### config.mk
export PLATFORM = sky130hd
export DESIGN_NAME = sector_cache_classifier
export DESIGN_NICKNAME = d
export VERILOG_FILES = /design/src/rtl/sc_pkg.sv /design/src/rtl/sc_tag_store.sv /design/src/rtl/sc_classify.sv /design/src/rtl/sc_sat_counter.sv /design/src/rtl/sector_cache_classifier.sv
export SDC_FILE = /design/constraint.sdc
export NUM_CORES = 1
export LEC_CHECK = 0
export BUFFER_PORTS_ARGS = -buffer_cell sky130_fd_sc_hd__buf_2
export CAP_MARGIN = 15
export CORE_UTILIZATION = 40
export DETAILED_ROUTE_END_ITERATION = 6
export PLACE_DENSITY = 0.58
export SYNTH_ARGS = -nofsm -noshare
export SYNTH_HDL_FRONTEND = slang
export SYNTH_SLANG_ARGS = --single-unit
### constraint.sdc
create_clock -name clk_i -period 5.11 [get_ports clk_i]
set_input_delay 0.511 -clock clk_i [delete_from_list [all_inputs] [get_ports clk_i]]
set_output_delay 0.511 -clock clk_i [all_outputs]
set_load 0.02 [all_outputs]
### src/rtl/sc_pkg.sv
package sc_pkg;
  localparam int unsigned SECTORS  = 4;
  localparam int unsigned LINE_LSB = 7;  // 128-byte line
  localparam int unsigned INC_W    = 3;  // up to 4 per lookup
  typedef logic [SECTORS-1:0] sec_mask_t;

  function automatic logic [INC_W-1:0] pop4(input sec_mask_t m);
    pop4 = INC_W'(m[0]) + INC_W'(m[1]) + INC_W'(m[2]) + INC_W'(m[3]);
  endfunction
endpackage

### src/rtl/sc_tag_store.sv
module sc_tag_store import sc_pkg::*; #(
  parameter int unsigned INDEX_BITS = 4,
  parameter int unsigned TAG_W      = 21,
  localparam int unsigned SETS      = 1 << INDEX_BITS
) (
  input  logic                  clk_i,
  input  logic                  rst_ni,
  input  logic [INDEX_BITS-1:0] rd_idx_i,
  output logic [TAG_W-1:0]      rd_tag_o,
  output logic                  rd_line_v_o,
  output sec_mask_t             rd_sec_v_o,
  input  logic                  fill_en_i,
  input  logic [INDEX_BITS-1:0] fill_idx_i,
  input  logic [TAG_W-1:0]      fill_tag_i,
  input  sec_mask_t             fill_mask_i,
  input  logic                  inval_i
);
  logic [TAG_W-1:0] tag_q  [SETS];
  logic             line_q [SETS];
  sec_mask_t        sec_q  [SETS];

  for (genvar s = 0; s < SETS; s++) begin : g_set
    logic sel, same;
    assign sel  = fill_en_i && (fill_idx_i == INDEX_BITS'(s));
    assign same = line_q[s] && (tag_q[s] == fill_tag_i);

    always_ff @(posedge clk_i or negedge rst_ni) begin
      if (!rst_ni) begin
        line_q[s] <= 1'b0;
        sec_q[s]  <= '0;
      end else if (inval_i) begin
        line_q[s] <= 1'b0;
        sec_q[s]  <= '0;
      end else if (sel) begin
        line_q[s] <= 1'b1;
        sec_q[s]  <= same ? (sec_q[s] | fill_mask_i) : fill_mask_i;
      end
    end

    always_ff @(posedge clk_i) begin
      if (sel && !inval_i && !same) tag_q[s] <= fill_tag_i;
    end
  end

  assign rd_tag_o    = tag_q[rd_idx_i];
  assign rd_line_v_o = line_q[rd_idx_i];
  assign rd_sec_v_o  = sec_q[rd_idx_i];
endmodule

### src/rtl/sc_classify.sv
module sc_classify import sc_pkg::*; #(
  parameter int unsigned TAG_W = 21
) (
  input  logic [TAG_W-1:0] lk_tag_i,
  input  sec_mask_t        lk_mask_i,
  input  logic [TAG_W-1:0] st_tag_i,
  input  logic             st_line_v_i,
  input  sec_mask_t        st_sec_v_i,
  output logic             tag_hit_o,
  output sec_mask_t        sec_hit_o,
  output sec_mask_t        sec_miss_o
);
  always_comb begin
    tag_hit_o  = st_line_v_i && (st_tag_i == lk_tag_i);
    sec_hit_o  = tag_hit_o ? (lk_mask_i & st_sec_v_i) : '0;
    sec_miss_o = lk_mask_i & ~sec_hit_o;
  end
endmodule

### src/rtl/sc_sat_counter.sv
module sc_sat_counter #(
  parameter int unsigned CNT_W = 16,
  parameter int unsigned INC_W = 3
) (
  input  logic             clk_i,
  input  logic             rst_ni,
  input  logic             clr_i,
  input  logic [INC_W-1:0] inc_i,
  output logic [CNT_W-1:0] cnt_o
);
  localparam logic [CNT_W:0] MAX = {1'b0, {CNT_W{1'b1}}};
  logic [CNT_W:0] sum;

  assign sum = {1'b0, cnt_o} + (CNT_W+1)'(inc_i);

  always_ff @(posedge clk_i or negedge rst_ni) begin
    if (!rst_ni)        cnt_o <= '0;
    else if (clr_i)     cnt_o <= '0;
    else if (sum > MAX) cnt_o <= '1;
    else                cnt_o <= sum[CNT_W-1:0];
  end
endmodule

### src/rtl/sector_cache_classifier.sv
module sector_cache_classifier import sc_pkg::*; #(
  parameter int unsigned ADDR_W     = 32,
  parameter int unsigned INDEX_BITS = 4,
  parameter int unsigned CNT_W      = 16,
  localparam int unsigned TAG_W     = ADDR_W - LINE_LSB - INDEX_BITS
) (
  input  logic              clk_i,
  input  logic              rst_ni,
  input  logic              lookup_valid_i,
  input  logic [ADDR_W-1:0] lookup_addr_i,
  input  logic [3:0]        lookup_mask_i,
  input  logic              fill_valid_i,
  input  logic [ADDR_W-1:0] fill_addr_i,
  input  logic [3:0]        fill_mask_i,
  input  logic              inval_i,
  input  logic              cnt_clr_i,
  output logic              res_valid_o,
  output logic              res_tag_hit_o,
  output logic [3:0]        res_sector_hit_o,
  output logic [3:0]        res_sector_miss_o,
  output logic [CNT_W-1:0]  tag_hit_cnt_o,
  output logic [CNT_W-1:0]  tag_miss_cnt_o,
  output logic [CNT_W-1:0]  sec_hit_cnt_o,
  output logic [CNT_W-1:0]  sec_miss_cnt_o
);
  logic unused_offset;
  assign unused_offset = ^{lookup_addr_i[LINE_LSB-1:0], fill_addr_i[LINE_LSB-1:0]};

  logic [INDEX_BITS-1:0] lk_idx, fl_idx;
  logic [TAG_W-1:0]      lk_tag, fl_tag, st_tag;
  logic                  st_line_v, tag_hit;
  sec_mask_t             st_sec_v, sec_hit, sec_miss;

  assign lk_idx = lookup_addr_i[LINE_LSB +: INDEX_BITS];
  assign fl_idx = fill_addr_i[LINE_LSB +: INDEX_BITS];
  assign lk_tag = lookup_addr_i[ADDR_W-1 -: TAG_W];
  assign fl_tag = fill_addr_i[ADDR_W-1 -: TAG_W];

  sc_tag_store #(.INDEX_BITS(INDEX_BITS), .TAG_W(TAG_W)) u_store (
    .clk_i, .rst_ni,
    .rd_idx_i(lk_idx), .rd_tag_o(st_tag), .rd_line_v_o(st_line_v), .rd_sec_v_o(st_sec_v),
    .fill_en_i(fill_valid_i), .fill_idx_i(fl_idx), .fill_tag_i(fl_tag),
    .fill_mask_i(fill_mask_i), .inval_i(inval_i)
  );

  sc_classify #(.TAG_W(TAG_W)) u_cls (
    .lk_tag_i(lk_tag), .lk_mask_i(lookup_mask_i),
    .st_tag_i(st_tag), .st_line_v_i(st_line_v), .st_sec_v_i(st_sec_v),
    .tag_hit_o(tag_hit), .sec_hit_o(sec_hit), .sec_miss_o(sec_miss)
  );

  always_ff @(posedge clk_i or negedge rst_ni) begin
    if (!rst_ni) begin
      res_valid_o       <= 1'b0;
      res_tag_hit_o     <= 1'b0;
      res_sector_hit_o  <= '0;
      res_sector_miss_o <= '0;
    end else begin
      res_valid_o       <= lookup_valid_i;
      res_tag_hit_o     <= lookup_valid_i && tag_hit;
      res_sector_hit_o  <= lookup_valid_i ? sec_hit  : '0;
      res_sector_miss_o <= lookup_valid_i ? sec_miss : '0;
    end
  end

  // counter order: tag hit, tag miss, sector hit, sector miss
  logic [INC_W-1:0] inc [4];
  logic [CNT_W-1:0] cnt [4];

  always_comb begin
    inc[0] = INC_W'(lookup_valid_i &&  tag_hit);
    inc[1] = INC_W'(lookup_valid_i && !tag_hit);
    inc[2] = lookup_valid_i ? pop4(sec_hit)  : '0;
    inc[3] = lookup_valid_i ? pop4(sec_miss) : '0;
  end

  for (genvar c = 0; c < 4; c++) begin : g_cnt
    sc_sat_counter #(.CNT_W(CNT_W), .INC_W(INC_W)) u_cnt (
      .clk_i, .rst_ni, .clr_i(cnt_clr_i), .inc_i(inc[c]), .cnt_o(cnt[c])
    );
  end

  assign tag_hit_cnt_o  = cnt[0];
  assign tag_miss_cnt_o = cnt[1];
  assign sec_hit_cnt_o  = cnt[2];
  assign sec_miss_cnt_o = cnt[3];
endmodule

==> run summary, run 1 <==
Port Buffers: 137
Count of state elements after synthesis: 490
FP Rows: 90
Mapped Avg Cell Area: 13.9 sq um
Worst setup EP type: flop
Layout cells sized above 1: 34.8%
Worst VDD drop: 0.000270 V
First-pass GRT wire length: 118,000 um
GPL Wtd Cong: 0.936
Worst Skew: 0.0222 ns
Die width: 250 um
I/O pin count: 152
Leakage: 11.9 nW
CTS Buf Count: 55
Most frequent cells in the layout: buf_4, edfxtp_1, xnor2_1
Die area: 62,400 sq um
Drt pass-1 iters: 5
Worst skew pair latency: 0.63 ns
Multi-input gate area: 10,300 sq um
Final worst slack: -0.346 ns
Critical path arrival: 5.94 ns
Commonest non-fill, non-tap cell in the layout: buf_4
GRT Overall Usage: 25.8%
EDFF count, synth: 336
H-tree Lvls: 2
Inst Count DP: 2,970
Slew Limit Fails: 0
Finished Layout Cells: 3,085
Tcrit/Tclk final: 107%
CTS tree: done
RSZ-0062 raised after global routing: yes
Max-cap viol count: 0
CTS sink count: 490
Min Clock Period, post-route: 5.46 ns
Root Driver: clkbuf_16
Final wirelength: 80,800 um
CP Max Fanout: 4
Failing checks: negative hold slack, negative setup slack
Largest net degree at the start of global routing: 108
Status: finished with violations
Critical path startpoint category: flop
Post-route ant nets: 0
Area Overhead vs Synth: 26.6%
Ys Warns: 0
Dpl ws: -1.12 ns
Synthesized area: 24,600 sq um
Fmax: 183 MHz
Congestion Overflow GR: 0
Final hold slack: -0.00607 ns
Post-Syn Nets: 1,864
Vias in the first global route: 17.4k
Cell area after layout: 31,100 sq um
Hpwl dp: 59,600 um
Relative slew slack: 17.1%
Drc violations: 0
Netlist cell types: 58
N_diodes: 0
Core Box Area: 60,500 sq um
Final nets: 2,352
Setup-failing EPs final: 32
Initial Util: 40.6%
Die height: 250 um
Initial antenna violation count: 1
CTS Buffer Depth: 3
HP Class: in2async
Actual slew at the worst max-slew pin: 1.23 ns
Cts hold-fix bufs: 0
Pwr dens: 305 nW/um^2
Via Count: 17.3k
Flip-flop and latch area: 13,900 sq um
Worst EP required: 5.59 ns
Worst-path clk slew: 0.06 ns
Primary FF master, synth: edfxtp_1
Drt wl/cell: 26.2 um
Final Hold Viols: 10
Ys async rst share: 31.4%
Fillcell total: 5,196
Initial DRC Count: 1,475
Placement Cell Area: 28,900 sq um
Sequential element share of the synthesized area: 56.8%
Crit path kind: reg2reg
Post-Synthesis Cells: 1,768
Via/cell ratio: 5.62
[synth_stat cells, types with 5 or more instances]
| cell type | n | share of area [%] |
|---|---|---|
| dfrtp_1 | 154 | 16 |
| buf_1 | 7 | 0.11 |
| xor2_1 | 98 | 3.5 |
| o21ai_0 | 10 | 0.20 |
| edfxtp_1 | 336 | 41 |
| a31oi_1 | 5 | 0.13 |
| mux4_2 | 102 | 9.4 |
| buf_2 | 10 | 0.20 |
| inv_1 | 23 | 0.35 |
| a211oi_1 | 6 | 0.18 |
| nor2b_1 | 11 | 0.28 |
| nand2_1 | 42 | 0.64 |
| and2_1 | 28 | 0.71 |
| a22o_1 | 64 | 2.3 |
| nor4_1 | 38 | 0.97 |
| nor3_1 | 24 | 0.49 |
| mux2i_1 | 44 | 1.8 |
| and3_1 | 15 | 0.38 |
| nand2b_1 | 8 | 0.20 |
| a21oi_1 | 82 | 1.7 |
| xnor2_1 | 311 | 11 |
| ha_1 | 14 | 0.71 |
| nor2_1 | 72 | 1.1 |
| clkbuf_1 | 74 | 1.1 |
| nand3_1 | 30 | 0.61 |
| buf_6 | 9 | 0.41 |
| buf_4 | 8 | 0.24 |
| nand4_1 | 87 | 2.2 |
[report_power, final]
group	switching, mW	leakage, nW	internal, mW	total, mW
Combinational	0.550	5.77	0.375	0.924
Clock	1.74	0.963	2.49	4.22
Sequential	0.0338	5.16	4.30	4.34
Total	2.32	11.9	7.16	9.49
[stage by stage]
stage	util, %	setup TNS, ns	power (mW)
after floorplan	-	-6.53	4.92
after global placement	47.8	-29.71	5.32
after detailed placement	47.8	-33.57	5.33
after CTS	51.2	-8.16	9.54
after global routing	51.4	-17.20	9.74
final	51.4	-8.42	9.49
[critical path, stage by stage, from the launching register on]
cell and delay [ns]:
edfxtp_1 0.44, mux4_2 0.49, mux2i_2 0.22, buf_4 0.18
mux2i_1 0.09, xnor2_1 0.15, nand4_1 0.13, or4b_4 0.53
nor4_4 0.25, buf_4 0.19, nand2_2 0.07, fa_1 0.56
inv_2 0.05, ha_4 0.24, and2_4 0.13, ha_4 0.12
inv_2 0.03, fa_2 0.33, nor2b_1 0.12, o21ai_1 0.09
nor2_1 0.16, nand4_1 0.19, nor2_4 0.20, nand3_1 0.11
nor3b_2 0.17, nor3_1 0.06
[path summary, 6_finish.rpt]
kind,cells after the start,endpoint,slack (ns),from
worst max-delay path,25,g_cnt[2].u_cnt.cnt_o[14],-0.35,u_store.tag_q[0][17]
worst min-delay path,1,g_cnt[2].u_cnt.cnt_o[15],-0.006,rst_ni
worst min register to register,1,u_store.sec_q[21],0.49,u_store.sec_q[21]
max in group asynchronous,2,u_store.sec_q[0],3.81,rst_ni
min in group clk_i,3,res_sector_miss_o[2],0.13,lookup_mask_i[2]
worst max register to register,25,g_cnt[2].u_cnt.cnt_o[14],-0.35,u_store.tag_q[0][17]
[area by class of cell]
class	count	share of cell area [%]
repair buffers	539	12.5
flip-flops and latches	490	44.9
clock inverters	33	1.14
inverters	24	0.290
clock buffers	71	5.05
well taps	782	3.15
multi-input cells	1146	33.0
[registers in the layout, summed over array words and instances, names as in the netlist]
register,cells
g_cnt.u_cnt.cnt_o,64
res_sector_miss_o,4
res_sector_hit_o,4
u_store.line_q,16
res_valid_o,1
res_tag_hit_o,1
u_store.sec_q,64
u_store.tag_q,336
[layer usage]
| metal | global-route usage [%] | up-vias | share of wire [%] |
|---|---|---|---|
| li1 | - | 7609 | - |
| met4 | 8.85 | 2 | 3.3 |
| met1 | 35.6 | 8879 | 43 |
| met3 | 3.82 | 115 | 6.8 |
| met5 | 0 | - | 0.016 |
| met2 | 41.8 | 728 | 47 |
[repair_timing]
| item | CTS | global route |
|---|---|---|
| gates cloned | 0 | 1 |
| buffers inserted | 5 | 4 |
| endpoints found under the hold margin | 0 | 0 |
| endpoints found under the setup margin | 32 | 32 |
| resized for setup | 18 | 11 |
| pin swaps | 7 | 4 |
[cells by family after synthesis]
kind of cell / count (synthesis) / synth area share (%)
DFF: 490 / 56.8
xor gates and xnor gates: 409 / 14.6
and+or+nand+nor: 376 / 8.41
AOI/OAI and AO/OA: 193 / 5.34
muxes: 149 / 11.3
buffers and inverters: 133 / 2.55
adders and majority gates: 18 / 1.04
No activity file was read; power rests on OpenSTA's default activity.
==> run 2: changes to the inputs <==
- ABC_AREA: not set -> 1
- PLACE_DENSITY: 0.58 -> 0.57
==> run 2 against run 1 <==
  * Combinational power rose by 71%
  * Utilization down 2.1 points
  * Clock power fell by 3%
  * First-iteration DRC count up 100%
  * The flow now finishes without violations
  * Fmax increased by 7.4%
  * Power increased by 9.1%
  * Register-to-register slack better by 0.40 ns
  * Highest routed layer is now met4
  * Largest power group unchanged
  * Worst setup slack better by 0.37 ns
  * Via count grew 42%
==> run summary, run 2 <==
Status: complete, no violations (was finished with violations)
Setup Total Neg Slack: 0 ns (was -8.42 ns)
Post-Syn Nets: 3,219 (was 1,864)
Critical path arrival: 5.61 ns (was 5.94 ns)
Vias in the first global route: 23.6k (was 17.4k)
Congestion Overflow GR: 0 (unchanged)
Reg with most FFs: u_store.tag_q (unchanged)
Final nets: 3,535 (was 2,352)
GPL Wtd Cong: 0.999 (was 0.936)
First-pass GRT wire length: 149,000 um (was 118,000 um)
Leakage: 14.4 nW (was 11.9 nW)
Final wirelength: 103,000 um (was 80,800 um)
Worst skew pair latency: 0.65 ns (was 0.63 ns)
Relative slew slack: 23.4% (was 17.1%)
Via/cell ratio: 5.65 (was 5.62)
Final worst slack: 0.0283 ns (was -0.346 ns)
Largest net degree at the start of global routing: 63 (was 108)
Post-Synthesis Cells: 3,123 (was 1,768)
Final core occ: 49.3% (was 51.4%)
Cell taking the most area after synthesis: edfxtp_1 (unchanged)
Worst EP required: 5.64 ns (was 5.59 ns)
Critical-path top delay cell: fa_1 (unchanged)
Finished Layout Cells: 4,352 (was 3,085)
Primary FF master, synth: edfxtp_1 (unchanged)
Netlist cell types: 50 (was 58)
HP Class: in2reg (was in2async)
Most frequent cells in the layout: nand2_1, inv_1, edfxtp_1 (was buf_4, edfxtp_1, xnor2_1)
Actual slew at the worst max-slew pin: 1.15 ns (was 1.23 ns)
Area Overhead vs Synth: 21.9% (was 26.6%)
Max-cap viol count: 0 (unchanged)
Via Count: 24.6k (was 17.3k)
Drt pass-1 iters: 6 (was 5)
CTS Buffer Depth: 3 (unchanged)
Most common cell in the netlist: nand2_1 (was edfxtp_1)
Max reg flops: 336 (unchanged)
Slew Limit Fails: 0 (unchanged)
Worst-path clk slew: 0.06 ns (about the same)
M2 GR Usage: 47.9% (was 41.8%)
Tcrit/Tclk final: 99.4% (was 107%)
Drc violations: 0 (unchanged)
Critical Path Source: lookup_addr_i[7] (was u_store.tag_q[0][17])
Sequential element share of the synthesized area: 52.3% (was 56.8%)
Synth cell count leaders: nand2_1, inv_1, edfxtp_1, nand3_1, nor2_1 (was edfxtp_1, xnor2_1, dfrtp_1, mux4_2, xor2_1)
Drt wl/cell: 23.8 um (was 26.2 um)
Crit path largest cell delay: 0.46 ns (was 0.56 ns)
Commonest non-fill, non-tap cell in the layout: nand2_1 (was buf_4)
Post-synth top area share: 37.8% (was 41.1%)
Top flop regs: u_store.tag_q x336, g_cnt.u_cnt.cnt_o x64, u_store.sec_q x64 (unchanged)
CTS tree: done (unchanged)
Met3 Use GR: 3.75% (was 3.82%)
Final Hold Viols: 0 (was 10)
Die area: 67,700 sq um (was 62,400 sq um)
Flip-flop and latch area: 13,900 sq um (unchanged)
Root Driver: clkbuf_16 (unchanged)
CTS sink count: 490 (unchanged)
CP Max Fanout: 12 (was 4)
Ys Warns: 0 (unchanged)
Most Crowded Layer GR: met2 (unchanged)
Setup-failing EPs final: 0 (was 32)
Die height: 260 um (was 250 um)
RSZ-0062 raised after global routing: yes (unchanged)
I/O pin count: 152 (unchanged)
Count of state elements after synthesis: 490 (unchanged)
Ys async rst share: 31.4% (unchanged)
Layout cells sized above 1: 17.6% (was 34.8%)
Min Clock Period, post-route: 5.08 ns (was 5.46 ns)
EDFF count, synth: 336 (unchanged)
Mapped Avg Cell Area: 8.54 sq um (was 13.9 sq um)
Fmax: 197 MHz (was 183 MHz)
Die width: 260 um (was 250 um)
Critical path's most frequent cell: nand2_1
Crit path kind: in2reg (was reg2reg)
Inst Count DP: 4,219 (was 2,970)
Hpwl dp: 74,700 um (was 59,600 um)
Worst VDD drop: 0.000270 V (about the same)
Post-route ant nets: 0 (unchanged)
Worst R2R Start: u_store.tag_q[0][13] (was u_store.tag_q[0][17])
Core Box Area: 65,900 sq um (was 60,500 sq um)
Worst Skew: 0.0399 ns (was 0.0222 ns)
CTS Buf Count: 56 (was 55)
FP Rows: 94 (was 90)
H-tree Lvls: 2 (unchanged)
Initial DRC Count: 2,961 (was 1,475)
Multi-input gate area: 10,700 sq um (was 10,300 sq um)
Synth area leaders: edfxtp_1, dfrtp_1, nand2_1 (was edfxtp_1, dfrtp_1, xnor2_1)
Synthesized area: 26,700 sq um (was 24,600 sq um)
GRT Overall Usage: 29.9% (was 25.8%)
Initial antenna violation count: 2 (was 1)
Dpl ws: -0.778 ns (was -1.12 ns)
CP Buf/Inv Count: 9 (was 4)
M1 GR Usage: 39.6% (was 35.6%)
Pwr dens: 319 nW/um^2 (was 305 nW/um^2)
Critical path startpoint category: input port (was flop)
Fillcell total: 6,236 (was 5,196)
Hold wc startpoint: lookup_valid_i
Top delay family on crit path: simple AND/OR/NAND/NOR gates (unchanged)
Port Buffers: 137 (unchanged)
Worst setup EP type: flop (unchanged)
Initial Util: 40.5% (was 40.6%)
## run 2: kinds of logic (layout without fill, tap and decap cells)
| kind of cell | after synthesis | after routing | share of synthesized area (%) |
|---|---|---|---|
| AND/OR/NAND/NOR | 1376 | 1376 | 22.3 |
| buffers and inverters | 600 | 963 | 8.77 |
| flip-flops | 490 | 490 | 52.3 |
| AO/OA/AOI/OAI | 469 | 469 | 10.1 |
| XOR/XNOR | 170 | 170 | 5.59 |
| adder cells (fa/ha/maj) | 18 | 18 | 0.957 |
| other | 0 | 2 | 0 |
## run 2: layer usage
layer / share of wire (%) / routed length (um)
met4: 5.9 / 6080
met2: 46 / 47200
met3: 8.3 / 8560
met1: 40 / 41600
met5: 0 / 0
## run 2: area by class of cell
cell class | instances | share of cell area [%]
multi-input cells | 2033 | 33.1
well taps | 864 | 3.33
clock buffers | 72 | 4.79
clock inverters | 33 | 0.897
diodes | 2 | 0.0154
inverters | 445 | 5.21
repair buffers | 412 | 9.75
flip-flops and latches | 490 | 42.9
repair inverters | 1 | 0.0193
## run 2: power breakdown
| part | internal (mW) | switching, mW | total, mW | leakage, nW |
|---|---|---|---|---|
| logic | 0.538 | 1.04 | 1.58 | 8.29 |
| clock network | 2.39 | 1.72 | 4.11 | 0.908 |
| registers | 4.51 | 0.147 | 4.66 | 5.22 |
## run 2: through the flow
stage	cell area (sq um)	total power [mW]	hold WS (ns)
global placement	29900	6.18	0.468
global route	32500	10.7	0.115
finish	32500	10.3	0.129
CTS	31800	10.3	0.0977
detailed placement	29900	6.20	0.470
floorplan	26700	5.49	0.215
## run 2: path summary, 6_finish.rpt
kind	to	slack [ns]	cells after the start
min in group asynchronous	u_store.sec_q[15]	0.45	2
min reg2reg	u_store.line_q[7]	0.49	2
max reg2reg	g_cnt[3].u_cnt.cnt_o[2]	0.05	29
min	res_valid_o	0.13	1
max in group asynchronous	g_cnt[0].u_cnt.cnt_o[5]	3.55	3
max	g_cnt[3].u_cnt.cnt_o[2]	0.03	33
## run 2: timing repair
item	in CTS	in global routing
resized for setup	10	113
setup endpoints to repair	17	32
cloned	0	6
hold buffers	1	0
pin swaps	1	23
endpoints found under the hold margin	60	0
buffers inserted	0	17
